## config.mk

```make
export PLATFORM = sky130hd
export DESIGN_NAME = flash_cmd_ctrl
export DESIGN_NICKNAME = d
export VERILOG_FILES = /design/src/rtl/flash_ctrl_pkg.sv /design/src/rtl/flash_sec_map.sv /design/src/rtl/flash_op_timer.sv /design/src/rtl/flash_poll_status.sv /design/src/rtl/flash_cmd_ctrl.sv
export SDC_FILE = /design/constraint.sdc
export NUM_CORES = 1
export LEC_CHECK = 0
export BUFFER_PORTS_ARGS = -buffer_cell sky130_fd_sc_hd__buf_2
export CELL_PAD_IN_SITES_DETAIL_PLACEMENT = 1
export CELL_PAD_IN_SITES_GLOBAL_PLACEMENT = 2
export CORE_ASPECT_RATIO = 0.8
export CORE_MARGIN = 2
export CORE_UTILIZATION = 28
export CTS_BUF_LIST = sky130_fd_sc_hd__clkbuf_4 sky130_fd_sc_hd__clkbuf_8 sky130_fd_sc_hd__clkbuf_16
export DETAILED_ROUTE_END_ITERATION = 10
export HOLD_SLACK_MARGIN = 0.12
export PLACE_DENSITY = 0.94
export SLEW_MARGIN = 0
export SYNTH_ARGS = -nofsm -noshare
export SYNTH_HDL_FRONTEND = slang
export SYNTH_SLANG_ARGS = --single-unit
```

## constraint.sdc

```tcl
create_clock -name clk_i -period 6.45 [get_ports clk_i]
set_clock_uncertainty 0.2 [all_clocks]
set_input_delay 0.645 -clock clk_i [delete_from_list [all_inputs] [get_ports clk_i]]
set_output_delay 0.645 -clock clk_i [all_outputs]
set_load 0.05 [all_outputs]
```

## src/rtl/flash_ctrl_pkg.sv

```systemverilog
`timescale 1ns/1ps
package flash_ctrl_pkg;
  typedef enum logic [3:0] {
    ST_READ, ST_UNL1, ST_UNL2, ST_PARM,
    ST_ERS1, ST_ERS2, ST_ERS3, ST_PBUSY, ST_EBUSY
  } fstate_e;

  localparam logic [7:0] CMD_UNL_A = 8'hAA;
  localparam logic [7:0] CMD_UNL_B = 8'h55;
  localparam logic [7:0] CMD_PROG  = 8'hA0;
  localparam logic [7:0] CMD_ERASE = 8'h80;
  localparam logic [7:0] CMD_SECT  = 8'h30;
  localparam logic [7:0] CMD_SUSP  = 8'hB0;
endpackage

```

## src/rtl/flash_sec_map.sv

```systemverilog
`timescale 1ns/1ps
module flash_sec_map #(
  parameter int AW       = 23,
  parameter int SW       = 12,
  parameter int LW       = 15,
  parameter int TOP_BOOT = 1,
  parameter int SEC_W    = 9,
  localparam int N_HI    = 1 << (AW - LW),
  localparam int N_SMALL = 1 << (LW - SW),
  localparam int N_SEC   = N_HI - 1 + N_SMALL
) (
  input  logic [AW-SW-1:0] blk_i,
  output logic [SEC_W-1:0] sec_o
);
  logic [AW-LW-1:0] hi;
  logic [LW-SW-1:0] lo;
  assign hi = blk_i[AW-SW-1:LW-SW];
  assign lo = blk_i[LW-SW-1:0];

  generate
    if (TOP_BOOT != 0) begin : g_top
      always_comb begin
        if (&hi) sec_o = SEC_W'(N_HI - 1) + SEC_W'(lo);
        else     sec_o = SEC_W'(hi);
      end
    end else begin : g_bot
      always_comb begin
        if (hi == '0) sec_o = SEC_W'(lo);
        else          sec_o = SEC_W'(hi) + SEC_W'(N_SMALL - 1);
      end
    end
  endgenerate


  always_comb begin
    sec_range_chk: assert (int'(sec_o) < N_SEC);
  end
endmodule

```

## src/rtl/flash_op_timer.sv

```systemverilog
`timescale 1ns/1ps
module flash_op_timer #(
  parameter int CYC   = 550,
  localparam int CW   = $clog2(CYC + 1)
) (
  input  logic clk_i,
  input  logic rst_ni,
  input  logic load_i,
  input  logic run_i,
  output logic zero_o
);
  logic [CW-1:0] cnt_q;

  always_ff @(posedge clk_i or negedge rst_ni) begin
    if (!rst_ni)                     cnt_q <= '0;
    else if (load_i)                 cnt_q <= CW'(CYC - 1);
    else if (run_i && cnt_q != '0)   cnt_q <= cnt_q - 1'b1;
  end

  assign zero_o = (cnt_q == '0);


  cnt_range_chk: assert property (@(posedge clk_i) disable iff (!rst_ni)
    cnt_q <= CW'(CYC - 1));

  load_run_excl_chk: assert property (@(posedge clk_i) disable iff (!rst_ni)
    load_i |-> !run_i);
endmodule

```

## src/rtl/flash_poll_status.sv

```systemverilog
`timescale 1ns/1ps
module flash_poll_status #(
  parameter int DW = 16
) (
  input  logic          clk_i,
  input  logic          rst_ni,
  input  logic          rd_i,
  input  logic          busy_i,
  input  logic          stat7_i,
  input  logic [DW-1:0] arr_data_i,
  output logic [DW-1:0] rdata_o
);
  logic tog_q;

  always_ff @(posedge clk_i or negedge rst_ni) begin
    if (!rst_ni) begin
      tog_q   <= 1'b0;
      rdata_o <= '0;
    end else begin
      if (!busy_i) tog_q <= 1'b0;
      else if (rd_i) tog_q <= ~tog_q;
      if (rd_i) begin
        if (busy_i) begin
          rdata_o    <= '0;
          rdata_o[7] <= stat7_i;
          rdata_o[6] <= tog_q;
        end else begin
          rdata_o <= arr_data_i;
        end
      end
    end
  end


  poll_zero_bits_chk: assert property (@(posedge clk_i) disable iff (!rst_ni)
    (rd_i && busy_i) |=> (rdata_o[5:0] == '0));

  poll_toggle_chk: assert property (@(posedge clk_i) disable iff (!rst_ni)
    (rd_i && busy_i && $past(rd_i && busy_i)) |=> (rdata_o[6] != $past(rdata_o[6])));
endmodule

```

## src/rtl/flash_cmd_ctrl.sv

```systemverilog
`timescale 1ns/1ps
module flash_cmd_ctrl import flash_ctrl_pkg::*; #(
  parameter int DW        = 16,
  parameter int AW        = 23,
  parameter int SW        = 12,
  parameter int LW        = 15,
  parameter int TOP_BOOT  = 1,
  parameter int PROG_CYC  = 550,
  parameter int ERASE_CYC = 1000000,
  localparam int N_HI     = 1 << (AW - LW),
  localparam int N_SMALL  = 1 << (LW - SW),
  localparam int N_SEC    = N_HI - 1 + N_SMALL,
  localparam int SEC_W    = $clog2(N_SEC)
) (
  input  logic             clk_i,
  input  logic             rst_ni,
  input  logic             wr_i,
  input  logic             rd_i,
  input  logic [AW-1:0]    addr_i,
  input  logic [DW-1:0]    wdata_i,
  output logic [DW-1:0]    rdata_o,
  output logic             rdy_o,
  input  logic             vlow_i,
  input  logic             unprot_i,
  input  logic [N_SEC-1:0] sec_prot_i,
  output logic [AW-1:0]    arr_addr_o,
  input  logic [DW-1:0]    arr_rdata_i,
  output logic [DW-1:0]    arr_wdata_o,
  output logic             arr_we_o,
  output logic             arr_erase_o,
  output logic [SEC_W-1:0] arr_sec_o
);
  fstate_e          st_q, st_d;
  logic             susp_q, susp_d;
  logic [AW-1:0]    paddr_q;
  logic [DW-1:0]    pdata_q;
  logic [SEC_W-1:0] esec_q, cmd_sec;
  logic             acc, prot_ok, p_load, e_load, p_zero, e_zero, p_busy, e_busy;
  logic [7:0]       cmd;

  assign acc     = wr_i & ~vlow_i;
  assign cmd     = wdata_i[7:0];
  assign p_busy  = (st_q == ST_PBUSY);
  assign e_busy  = (st_q == ST_EBUSY);
  assign prot_ok = unprot_i | ~sec_prot_i[cmd_sec];

  flash_sec_map #(.AW(AW), .SW(SW), .LW(LW), .TOP_BOOT(TOP_BOOT), .SEC_W(SEC_W)) i_map (
    .blk_i (addr_i[AW-1:SW]),
    .sec_o (cmd_sec)
  );

  flash_op_timer #(.CYC(PROG_CYC)) i_ptmr (
    .clk_i, .rst_ni, .load_i(p_load), .run_i(p_busy), .zero_o(p_zero)
  );

  flash_op_timer #(.CYC(ERASE_CYC)) i_etmr (
    .clk_i, .rst_ni, .load_i(e_load), .run_i(e_busy), .zero_o(e_zero)
  );

  always_comb begin
    st_d   = st_q;
    susp_d = susp_q;
    p_load = 1'b0;
    e_load = 1'b0;
    unique case (st_q)
      ST_READ: if (acc) begin
        if (susp_q && cmd == CMD_SECT) begin
          st_d   = ST_EBUSY;
          susp_d = 1'b0;
        end else if (cmd == CMD_UNL_A) st_d = ST_UNL1;
      end
      ST_UNL1: if (acc) st_d = (cmd == CMD_UNL_B) ? ST_UNL2 : ST_READ;
      ST_UNL2: if (acc) begin
        if (cmd == CMD_PROG)                 st_d = ST_PARM;
        else if (cmd == CMD_ERASE && !susp_q) st_d = ST_ERS1;
        else                                  st_d = ST_READ;
      end
      ST_PARM: if (acc) begin
        // refuse protected targets and the sector under a suspended erase
        if (prot_ok && !(susp_q && cmd_sec == esec_q)) begin
          st_d   = ST_PBUSY;
          p_load = 1'b1;
        end else st_d = ST_READ;
      end
      ST_ERS1: if (acc) st_d = (cmd == CMD_UNL_A) ? ST_ERS2 : ST_READ;
      ST_ERS2: if (acc) st_d = (cmd == CMD_UNL_B) ? ST_ERS3 : ST_READ;
      ST_ERS3: if (acc) begin
        if (cmd == CMD_SECT && prot_ok) begin
          st_d   = ST_EBUSY;
          e_load = 1'b1;
        end else st_d = ST_READ;
      end
      ST_PBUSY: if (p_zero) st_d = ST_READ;
      ST_EBUSY: begin
        if (acc && cmd == CMD_SUSP) begin
          st_d   = ST_READ;
          susp_d = 1'b1;
        end else if (e_zero) st_d = ST_READ;
      end
      default: st_d = ST_READ;
    endcase
  end

  always_ff @(posedge clk_i or negedge rst_ni) begin
    if (!rst_ni) begin
      st_q    <= ST_READ;
      susp_q  <= 1'b0;
      paddr_q <= '0;
      pdata_q <= '0;
      esec_q  <= '0;
    end else begin
      st_q   <= st_d;
      susp_q <= susp_d;
      if (p_load) begin
        paddr_q <= addr_i;
        pdata_q <= wdata_i;
      end
      if (e_load) esec_q <= cmd_sec;
    end
  end

  flash_poll_status #(.DW(DW)) i_stat (
    .clk_i, .rst_ni,
    .rd_i       (rd_i),
    .busy_i     (p_busy | e_busy),
    .stat7_i    (p_busy ? ~pdata_q[7] : 1'b0),
    .arr_data_i (arr_rdata_i),
    .rdata_o    (rdata_o)
  );

  assign rdy_o       = ~(p_busy | e_busy);
  assign arr_addr_o  = p_busy ? paddr_q : addr_i;
  assign arr_wdata_o = arr_rdata_i & pdata_q;
  assign arr_we_o    = p_busy & p_zero;
  assign arr_erase_o = e_busy & e_zero & ~(acc && cmd == CMD_SUSP);
  assign arr_sec_o   = esec_q;


  we_erase_excl_chk: assert property (@(posedge clk_i) disable iff (!rst_ni)
    !(arr_we_o && arr_erase_o));

  done_ready_chk: assert property (@(posedge clk_i) disable iff (!rst_ni)
    (arr_we_o || arr_erase_o) |=> rdy_o);

  susp_ready_chk: assert property (@(posedge clk_i) disable iff (!rst_ni)
    (e_busy && acc && cmd == CMD_SUSP) |=> (rdy_o && !arr_erase_o));

  prot_reject_chk: assert property (@(posedge clk_i) disable iff (!rst_ni)
    (st_q == ST_PARM && acc && !prot_ok) |=> (rdy_o && !arr_we_o));

  vlow_hold_chk: assert property (@(posedge clk_i) disable iff (!rst_ni)
    (wr_i && vlow_i && !p_busy && !e_busy) |=> ($stable(st_q) && $stable(susp_q)));
endmodule

```

## After elaboration in Yosys (flattened, before gate mapping)

Cells that the tools add are included.
W data, S select, Z words.

- Input bits: 324
- Register bits after elaboration: 100
- Latch bits: 0
- Word-level logic and storage cells: 117
- Memories: 0
- Bits in writable memories: 0
- Memory bits (read-only): 0

- Add/sub/neg operators: 3
- Divide/modulo/power cells: 0
- Multiply operators: 0
- Mux-type cells: 42
- Bitwise operators: 13
- Shift operators: 0
- Reductions and logical operators: 21
- $lt $le $gt $ge: 1
- Equality and inequality tests: 28

Operator list:

| cell | count |
|---|---|
| $mux W4 | 13 |
| $mux W20 | 2 |
| $pmux W4 S9 | 1 |
| $eq A8 B8 Y1 const B | 4 |
| $mux W23 | 1 |
| $logic_not A20 Y1 | 1 |
| $mux W10 | 2 |
| $ne A2 B2 Y1 const B | 10 |
| $reduce_bool A20 Y1 | 1 |
| $sub A20 B1 Y20 const B | 1 |
| $and A16 B16 Y16 | 1 |
| $eq A4 B3 Y1 const B | 4 |
| $mux W16 | 1 |
| $mux W3 | 5 |
| $mux W1 | 13 |
| $logic_not A10 Y1 | 1 |
| $lt A9 B10 Y1 const B | 1 |
| $reduce_and A10 Y1 | 1 |
| $reduce_bool A10 Y1 | 1 |
| $sub A10 B1 Y10 const B | 1 |
| $add A8 B3 Y9 const A | 1 |
| $bmux W1 S9 | 1 |
| $eq A9 B9 Y1 | 1 |
| $mux W9 | 1 |
| other kinds (19) | 39 |

## Longest topological paths before layout

Gate-level depths: netlist of run 1.

- Depth in word-level cells: 11
- Mapped depth: 19
- Gate-level depth less buffers: 13

## Modules after synthesis

A second synthesis of run 1 with hierarchy kept.

- Cells, all modules: 774
- Area total of the unflattened synthesis: 7900.1 sq um

Modules (own cells, without submodules):

| module | sequential area each (sq um) | area an instance (sq um) | cells each | times used |
|---|---|---|---|---|
| flash_cmd_ctrl | 1326.3 | 5078.6 | 480 | 1 |
| flash_op_timer (i_etmr) | 500.5 | 1326.3 | 140 | 1 |
| flash_poll_status | 425.4 | 723.2 | 69 | 1 |
| flash_op_timer (i_ptmr) | 250.2 | 619.3 | 66 | 1 |
| flash_sec_map | 0.0 | 152.6 | 19 | 1 |

## Least setup slack after synthesis of run 1

No wires, ideal clock.

- Kind: input to register
- Start point: in addr_i[12]
- End point: reg paddr_q[0]
- Setup time: 125 ps
- Data arrival time: 4091 ps
- Cell stages on the path: 18
- Slack: 2035 ps
- Path through: buf_2 -> clkbuf_1 -> inv_1 -> ha_1 -> nand4_1 -> o21a_1 -> buf_2 -> buf_2 -> buf_2 -> a21oi_1 -> a22o_1 -> o21ai_0 -> nor3_1 -> nor4b_1 -> nand4_2 -> nand3_2 -> buf_4 -> mux2_2

- Cells in the longest elaborated chain, start to end: 10

RTL lines:

| what | line | source |
|---|---|---|
| from (decl) | flash_cmd_ctrl.sv:19 | `input logic [AW-1:0] addr_i,` |
| $add A8 B3 Y9 * | flash_sec_map.sv:23 | `if (&hi) sec_o = SEC_W'(N_HI - 1) + SEC_W'(lo);` |
| $mux W9 * | flash_sec_map.sv:23 |  |
| $bmux W1 S9 | flash_cmd_ctrl.sv:45 | `assign prot_ok = unprot_i \| ~sec_prot_i[cmd_sec];` |
| $mux W1 (implied by the code) | flash_cmd_ctrl.sv:45 |  |
| $not A1 Y1 | flash_cmd_ctrl.sv:45 |  |
| $or A1 B1 Y1 | flash_cmd_ctrl.sv:45 |  |
| $logic_and A1 B1 Y1 * | flash_cmd_ctrl.sv:80 | `if (prot_ok && !(susp_q && cmd_sec == esec_q)) begin` |
| $mux W1 * | flash_cmd_ctrl.sv:80 |  |
| $mux W1 * | flash_cmd_ctrl.sv:78 | `ST_PARM: if (acc) begin` |
| $mux W1 * | flash_cmd_ctrl.sv:65 | `unique case (st_q)` |
| to (signal assigned) | flash_cmd_ctrl.sv:115 | `paddr_q <= addr_i;` |
| to (decl) | flash_cmd_ctrl.sv:35 | `logic [AW-1:0] paddr_q;` |

Every way passes the cells marked *; elsewhere a longest branch is shown, timed or not. The select of a mux whose other input is x is not followed.
A chain may end at the register's enable or synchronous reset.

## Final worst setup path of run 1

- Start point: in addr_i[12]
- End point: reg pdata_q[13]

- Cells in the longest elaborated chain, start to end: 10

RTL lines:

| what | line | source |
|---|---|---|
| $add A8 B3 Y9 * | flash_sec_map.sv:23 |  |
| $mux W9 * | flash_sec_map.sv:23 |  |
| $bmux W1 S9 | flash_cmd_ctrl.sv:45 |  |
| $mux W1 (implied by the code) | flash_cmd_ctrl.sv:45 |  |
| $not A1 Y1 | flash_cmd_ctrl.sv:45 |  |
| $or A1 B1 Y1 | flash_cmd_ctrl.sv:45 |  |
| $logic_and A1 B1 Y1 * | flash_cmd_ctrl.sv:80 |  |
| $mux W1 * | flash_cmd_ctrl.sv:80 |  |
| $mux W1 * | flash_cmd_ctrl.sv:78 |  |
| $mux W1 * | flash_cmd_ctrl.sv:65 |  |
| to (signal assigned) | flash_cmd_ctrl.sv:116 | `pdata_q <= wdata_i;` |
| to (decl) | flash_cmd_ctrl.sv:36 | `logic [DW-1:0] pdata_q;` |

Marks and branches as above.

==> reports/qor.yml, run 1 <==
cts_sinks: 100
grt_max_degree: 56
crit_fanout: 35
num_rows: 55
design.core.area_mm2: 0.0284
avgSynthCellArea_um2: 8.75
critPathLaunchType: "input pin"
synth_ff_type: "dfrtp_1"
critPathCaptureType: "flip-flop"
nFillCells: 3484
drt-wirelength-per-cell_um: 22.5
gp_congestion: 0.934
drc: 0
crit_end: "pdata_q[13]$_DFFE_PN0P_"
setup_ws_ps: 777
synth_fp_nets: 1253
die_w_um: 194
clockRootBuffer: "clkbuf_16"
htree_levels: 3
drt-initial-drc-count: 614
synth_top_area_share_pct: 30.9
grt_pass1_vias: 9483
tritoncts: "done"
die-area_mm2: 0.0303
clk_latency_ps: 360
status: "finished, final reports clean"
crit_start: "addr_i[12]"
grt-ovfl-total: 0
clock_path_buffers: 2
io_buffers: 390
syn2layout_area_growth_pct: 32.4
synthTopCellsByArea: "dfrtp_1, mux2_2, nand2_1"
hold_violations: 0
via_count: 8989
start_util_pct: 28.5
fin_tns_setup_ps: 0
syn_inst: 925
seqCellArea_mm2: 0.00250
cp.required_ps: 6480
synth_seq_cells: 100
cts_resized: 0
r2r_cells: 9
grt_pass1_wl_um: 56500
finalMaxSlewViolations: 0
dp_cells: 1636
synth_edf_count: 0
critPathKind: "in2reg"
die_h_um: 156
worstHoldPathType: "in2async"
yosysWarnings: 0
worst_pin_slew_ps: 1030
grt_usage_pct: 24.1
antenna_found_initial: 6
fin_crit_sh_pct: 87.9
viasPerCell: 5.42
power.leakage_nw: 5.09
setup_viol: 0
first_pass_iters: 6
layout.cells.non_filler: 1658
dpl.hpwl_um: 30100
synth_top_area_cell: "dfrtp_1"
maxCapViolCount: 0
layout_commonest_cell: "buf_2"
numCtsBuffers: 9
ir_drop_uv: 156
r2r-end: "arr_sec_o[8]$_DFFE_PN0P_"
most-common-layout-cells: "buf_2, nand2_1, dfrtp_1"
clkTransAtPathRegs_ps: 80
min_period_ps: 5670
ioPinCount: 391
fmax_mhz: 176
drive_above_1_share_pct: 41.7
place_ws_ps: 588
wl_um: 37300
reg2reg_from: "i_ptmr.cnt_q[3]$_DFFE_PN0P_"
reg2reg_slack_ps: 2280
slew_headroom_pct: 30.9
ant_nets: 0
power_density_mw_per_mm2: 217
synth-seq-area-share_pct: 30.9
synthDistinctLibCells: 77
cp.arrival_ps: 5700
multiInputGateArea_mm2: 0.00513
cts_setup_buffers: 0
fin_nets: 1605
power.total_mw: 2.32
synth_area_mm2: 0.00809
synthArstFlopShare_pct: 100
rsz0062_at_grt: "false"
ctsHoldBuffers: 0
-- power by group --
part | switching [mW] | internal, mW | total [mW]
combinational | 0.510 | 0.330 | 0.839
clock | 0.248 | 0.385 | 0.633
sequential | 0.0842 | 0.764 | 0.849
total | 0.842 | 1.48 | 2.32
-- worst max-delay path: stages --
cell	delay, ps
buf_2	300
inv_1	90
ha_1	570
nand4_1	300
o21a_2	460
a21oi_2	690
a221o_1	330
a21oi_1	70
nor3_1	610
a311oi_1	220
a21oi_1	350
nand3_2	390
buf_12	350
mux2_2	300
-- per-layer routing --
metal | share of wire (%) | GRT usage (%) | up-vias
li1 | - | - | 4149
met1 | 45 | 32.8 | 4457
met2 | 47 | 39.5 | 324
met3 | 5.5 | 3.61 | 57
met4 | 2.7 | 7.36 | 2
met5 | 0.043 | 0 | -
-- cell usage after synthesis, types with 14 or more instances --
| library cell | number |
|---|---|
| mux2_2 | 77 |
| dfrtp_1 | 100 |
| and2_1 | 27 |
| o211ai_1 | 14 |
| mux2i_1 | 43 |
| nor2_1 | 30 |
| inv_1 | 35 |
| clkbuf_1 | 19 |
| nand2_1 | 128 |
| o21ai_0 | 33 |
| a21oi_1 | 42 |
| nand3_1 | 49 |
| nor3_1 | 24 |
| xnor2_1 | 21 |
| xor2_1 | 14 |
| buf_2 | 36 |
-- logic make-up (layout without fill, tap and decap cells) --
kind of cell | Yosys count | after routing | share of synthesized area (%)
compound gates | 220 | 220 | 19.8
xor+xnor | 35 | 35 | 3.79
fa+ha+maj | 4 | 4 | 0.618
buf+inv | 106 | 463 | 5.94
flops | 100 | 100 | 30.9
mux | 128 | 128 | 17.9
other cells | 0 | 6 | 0
simple gates | 332 | 332 | 21.1
-- per-stage QoR --
stage / area, um^2 / hold WS, ps / utilization [%]
after global routing: 10700 / 128 / 37.8
after floorplan: 8090 / 149 / -
after CTS: 10700 / 126 / 37.8
after detailed placement: 10400 / 289 / 36.5
final: 10700 / 93.5 / 37.8
after global placement: 10400 / 281 / 36.5
-- sequential cells by signal, indices dropped and copies added, names as in the netlist --
name            cells
st_q                4
i_stat.rdata_o     16
susp_q              1
i_stat.tog_q        1
pdata_q            16
arr_sec_o           9
i_ptmr.cnt_q       10
paddr_q            23
i_etmr.cnt_q       20
-- cell type report --
cell class                      instances  area share [%]
Clock buffer                           10            2.17
Antenna cell                            6           0.140
Inverter                               36            1.26
Timing Repair Buffer                  411            19.8
Tap cell                              370            4.32
Sequential cell                       100            23.3
Multi-Input combinational cell        719            47.9
Clock inverter                          6            1.05
-- worst min-delay path by stage --
stage	start	endpoint	slack (ps)	depth (start not counted)
final	rst_ni	arr_sec_o[7]$_DFFE_PN0P_	90	1
after global placement	pdata_q[9]$_DFFE_PN0P_	pdata_q[9]$_DFFE_PN0P_	280	1
after global routing	rst_ni	arr_sec_o[7]$_DFFE_PN0P_	130	1
after floorplan	rst_ni	arr_sec_o[0]$_DFFE_PN0P_	150	0
after detailed placement	pdata_q[11]$_DFFE_PN0P_	pdata_q[11]$_DFFE_PN0P_	290	1
after CTS	rst_ni	arr_sec_o[7]$_DFFE_PN0P_	130	1
Note: power is estimated with default switching activity, not from simulation.
==> run 2, diff against run 1 <==
- CELL_PAD_IN_SITES_DETAIL_PLACEMENT: 1 -> 0
- CELL_PAD_IN_SITES_GLOBAL_PLACEMENT: 2 -> 1
- CORE_UTILIZATION: 28 -> 30
- PLACE_DENSITY: 0.94 -> 0.81
- SLEW_MARGIN: 0 -> default
==> run 2 against run 1 <==
Total power is 5.4% lower. Setup slack gained 490 ps. Core utilization is 2.6 points higher. Worst hold slack better by 210 ps. Largest cell class unchanged.
==> reports/qor.yml, run 2 (synthesized netlist as in run 1, its figures left out) <==
num_rows: 53  # -3.6%
die_h_um: 151  # -3.3%
htree_levels: 3  # unchanged
grt_max_degree: 58  # +3.6%
numCtsBuffers: 9  # unchanged
rsz0062_at_grt: "false"
fin_crit_sh_pct: 80.4  # -7.5 points
top_regs: "paddr_q: 23 flops, i_etmr.cnt_q: 20 flops"
critPathLaunchType: "input pin"
drive_above_1_share_pct: 41.7  # +0.058 points
slew_headroom_pct: 36.0  # +5.1 points
antenna_found_initial: 1  # -5
via_count: 8921  # -0.76%
fmax_mhz: 193  # +9.4%
clockRootBuffer: "clkbuf_16"
grt_pass1_wl_um: 51300  # -9.2%
ioPinCount: 391  # unchanged
finalMaxSlewViolations: 0  # unchanged
largest_reg_flops: 23  # unchanged
worst_hold_slack_ps: 305  # +211 ps
crit_end: "pdata_q[12]$_DFFE_PN0P_"
start_util_pct: 30.7  # +2.1 points
cp.arrival_ps: 5220  # -480 ps
power.total_mw: 2.20  # -5.4%
fin_nets: 1608  # +0.19%
die-area_mm2: 0.0283  # -6.5%
io_buffers: 390  # unchanged
power.leakage_nw: 5.07  # -0.33%
r2r_cells: 9  # unchanged
cts_setup_buffers: 0  # unchanged
tritoncts: "done"
ctsHoldBuffers: 1  # +1
drc: 0  # unchanged
drt-initial-drc-count: 743  # +21%
cts_sinks: 100  # unchanged
clk_latency_ps: 350  # about the same
dpl.hpwl_um: 27400  # -9.2%
viasPerCell: 5.43  # about the same
syn2layout_area_growth_pct: 31.7
die_w_um: 188  # -3.3%
critPathCaptureType: "flip-flop"
cp.required_ps: 6480  # about the same
worst_pin_slew_ps: 952  # -75.5 ps
regMostFlops: "paddr_q"
min_period_ps: 5190  # -486 ps
grt_pass1_vias: 8609  # -9.2%
clock_path_buffers: 2  # unchanged
setup_viol: 0  # unchanged
first_pass_iters: 5  # -1
wl_um: 34300  # -8.0%
grt_usage_pct: 23.5  # -0.61 points
crit_fanout: 21  # -40%
design.core.area_mm2: 0.0264  # -6.9%
layout.cells.non_filler: 1644  # -0.84%
r2r-end: "arr_sec_o[6]$_DFFE_PN0P_"
ir_drop_uv: 131  # -16%
grt-ovfl-total: 0  # unchanged
hold_violations: 0  # unchanged
clkTransAtPathRegs_ps: 70  # about the same
cts_resized: 0  # unchanged
gp_congestion: 0.941  # +0.78%
most-common-layout-cells: "buf_2, nand2_1, dfrtp_1"
ant_nets: 0  # unchanged
layout_commonest_cell: "buf_2"
drt-wirelength-per-cell_um: 20.8  # -7.2%
power_density_mw_per_mm2: 206  # -4.9%
reg2reg_from: "i_ptmr.cnt_q[3]$_DFFE_PN0P_"
fin_tns_setup_ps: 0  # unchanged
reg2reg_slack_ps: 2420  # +140 ps
critPathKind: "in2reg"
dp_cells: 1625  # -0.67%
crit_start: "addr_i[13]"
worstHoldPathType: "reg2reg"
maxCapViolCount: 0  # unchanged
status: "finished, final reports clean"
==> run 2: cell count changes in the layout (fill, tap and decap cells not counted), sizes merged <==
cell,delta
buf,+2
clkinvlp,+1
dlygate4sd3,+1
bufinv,-3
diode,-4
clkbuf,-1
clkinv,-1
inv,+4
==> run 2: layout make-up <==
type	instances	area (um^2)
diodes	2	5.00
clock buffers	9	225
clock inverters	7	65.1
fillers	2829	15700
inverters	36	135
multi-input cells	719	5130
flip-flops and latches	100	2500
well taps	357	447
repair buffers	414	2150
==> run 2: worst min-delay path by stage <==
stage	from	to	cells past startpoint
2_1_floorplan	rst_ni	arr_sec_o[0]$_DFFE_PN0P_	0
3_3_place_gp	pdata_q[13]$_DFFE_PN0P_	pdata_q[13]$_DFFE_PN0P_	1
3_5_place_dp	pdata_q[13]$_DFFE_PN0P_	pdata_q[13]$_DFFE_PN0P_	1
4_1_cts	pdata_q[9]$_DFFE_PN0P_	pdata_q[9]$_DFFE_PN0P_	1
5_1_grt	wdata_i[13]	pdata_q[13]$_DFFE_PN0P_	2
6_report	paddr_q[20]$_DFFE_PN0P_	paddr_q[20]$_DFFE_PN0P_	1
==> run 2: report_power, final <==
group	total [mW]	internal (mW)	leakage (nW)	switching (mW)
combinational	0.822	0.329	3.73	0.492
sequential	0.844	0.764	1.20	0.0796
clock	0.532	0.272	0.140	0.260
total	2.20	1.36	5.07	0.832
==> run 2: worst max-delay path, stage by stage <==
cell and delay, ps:
buf_2 110, inv_1 40, ha_1 550, nand4_1 280
o21a_2 490, a21oi_2 720, a221o_1 340, a21oi_1 80
nor3_1 540, a311oi_1 230, a21oi_1 320, nand3_2 240
buf_4 300, mux2_2 290
==> run 2: stage by stage <==
stage	area (um^2)	setup slack, ps	util [%]
after floorplan	8090	2030	-
after global placement	10400	1140	39.2
after detailed placement	10400	952	39.2
after CTS	10700	1320	40.4
after global routing	10700	928	40.4
final	10700	1260	40.4
==> run 2: per-layer routing <==
metal  routed length [um]  share of wire [%]  GRT usage, %
met2                15400                 45          36.1
met3                 2420                7.1          4.70
met5                    0                  0             0
met1                15900                 46          34.2
met4                  576                1.7          4.53
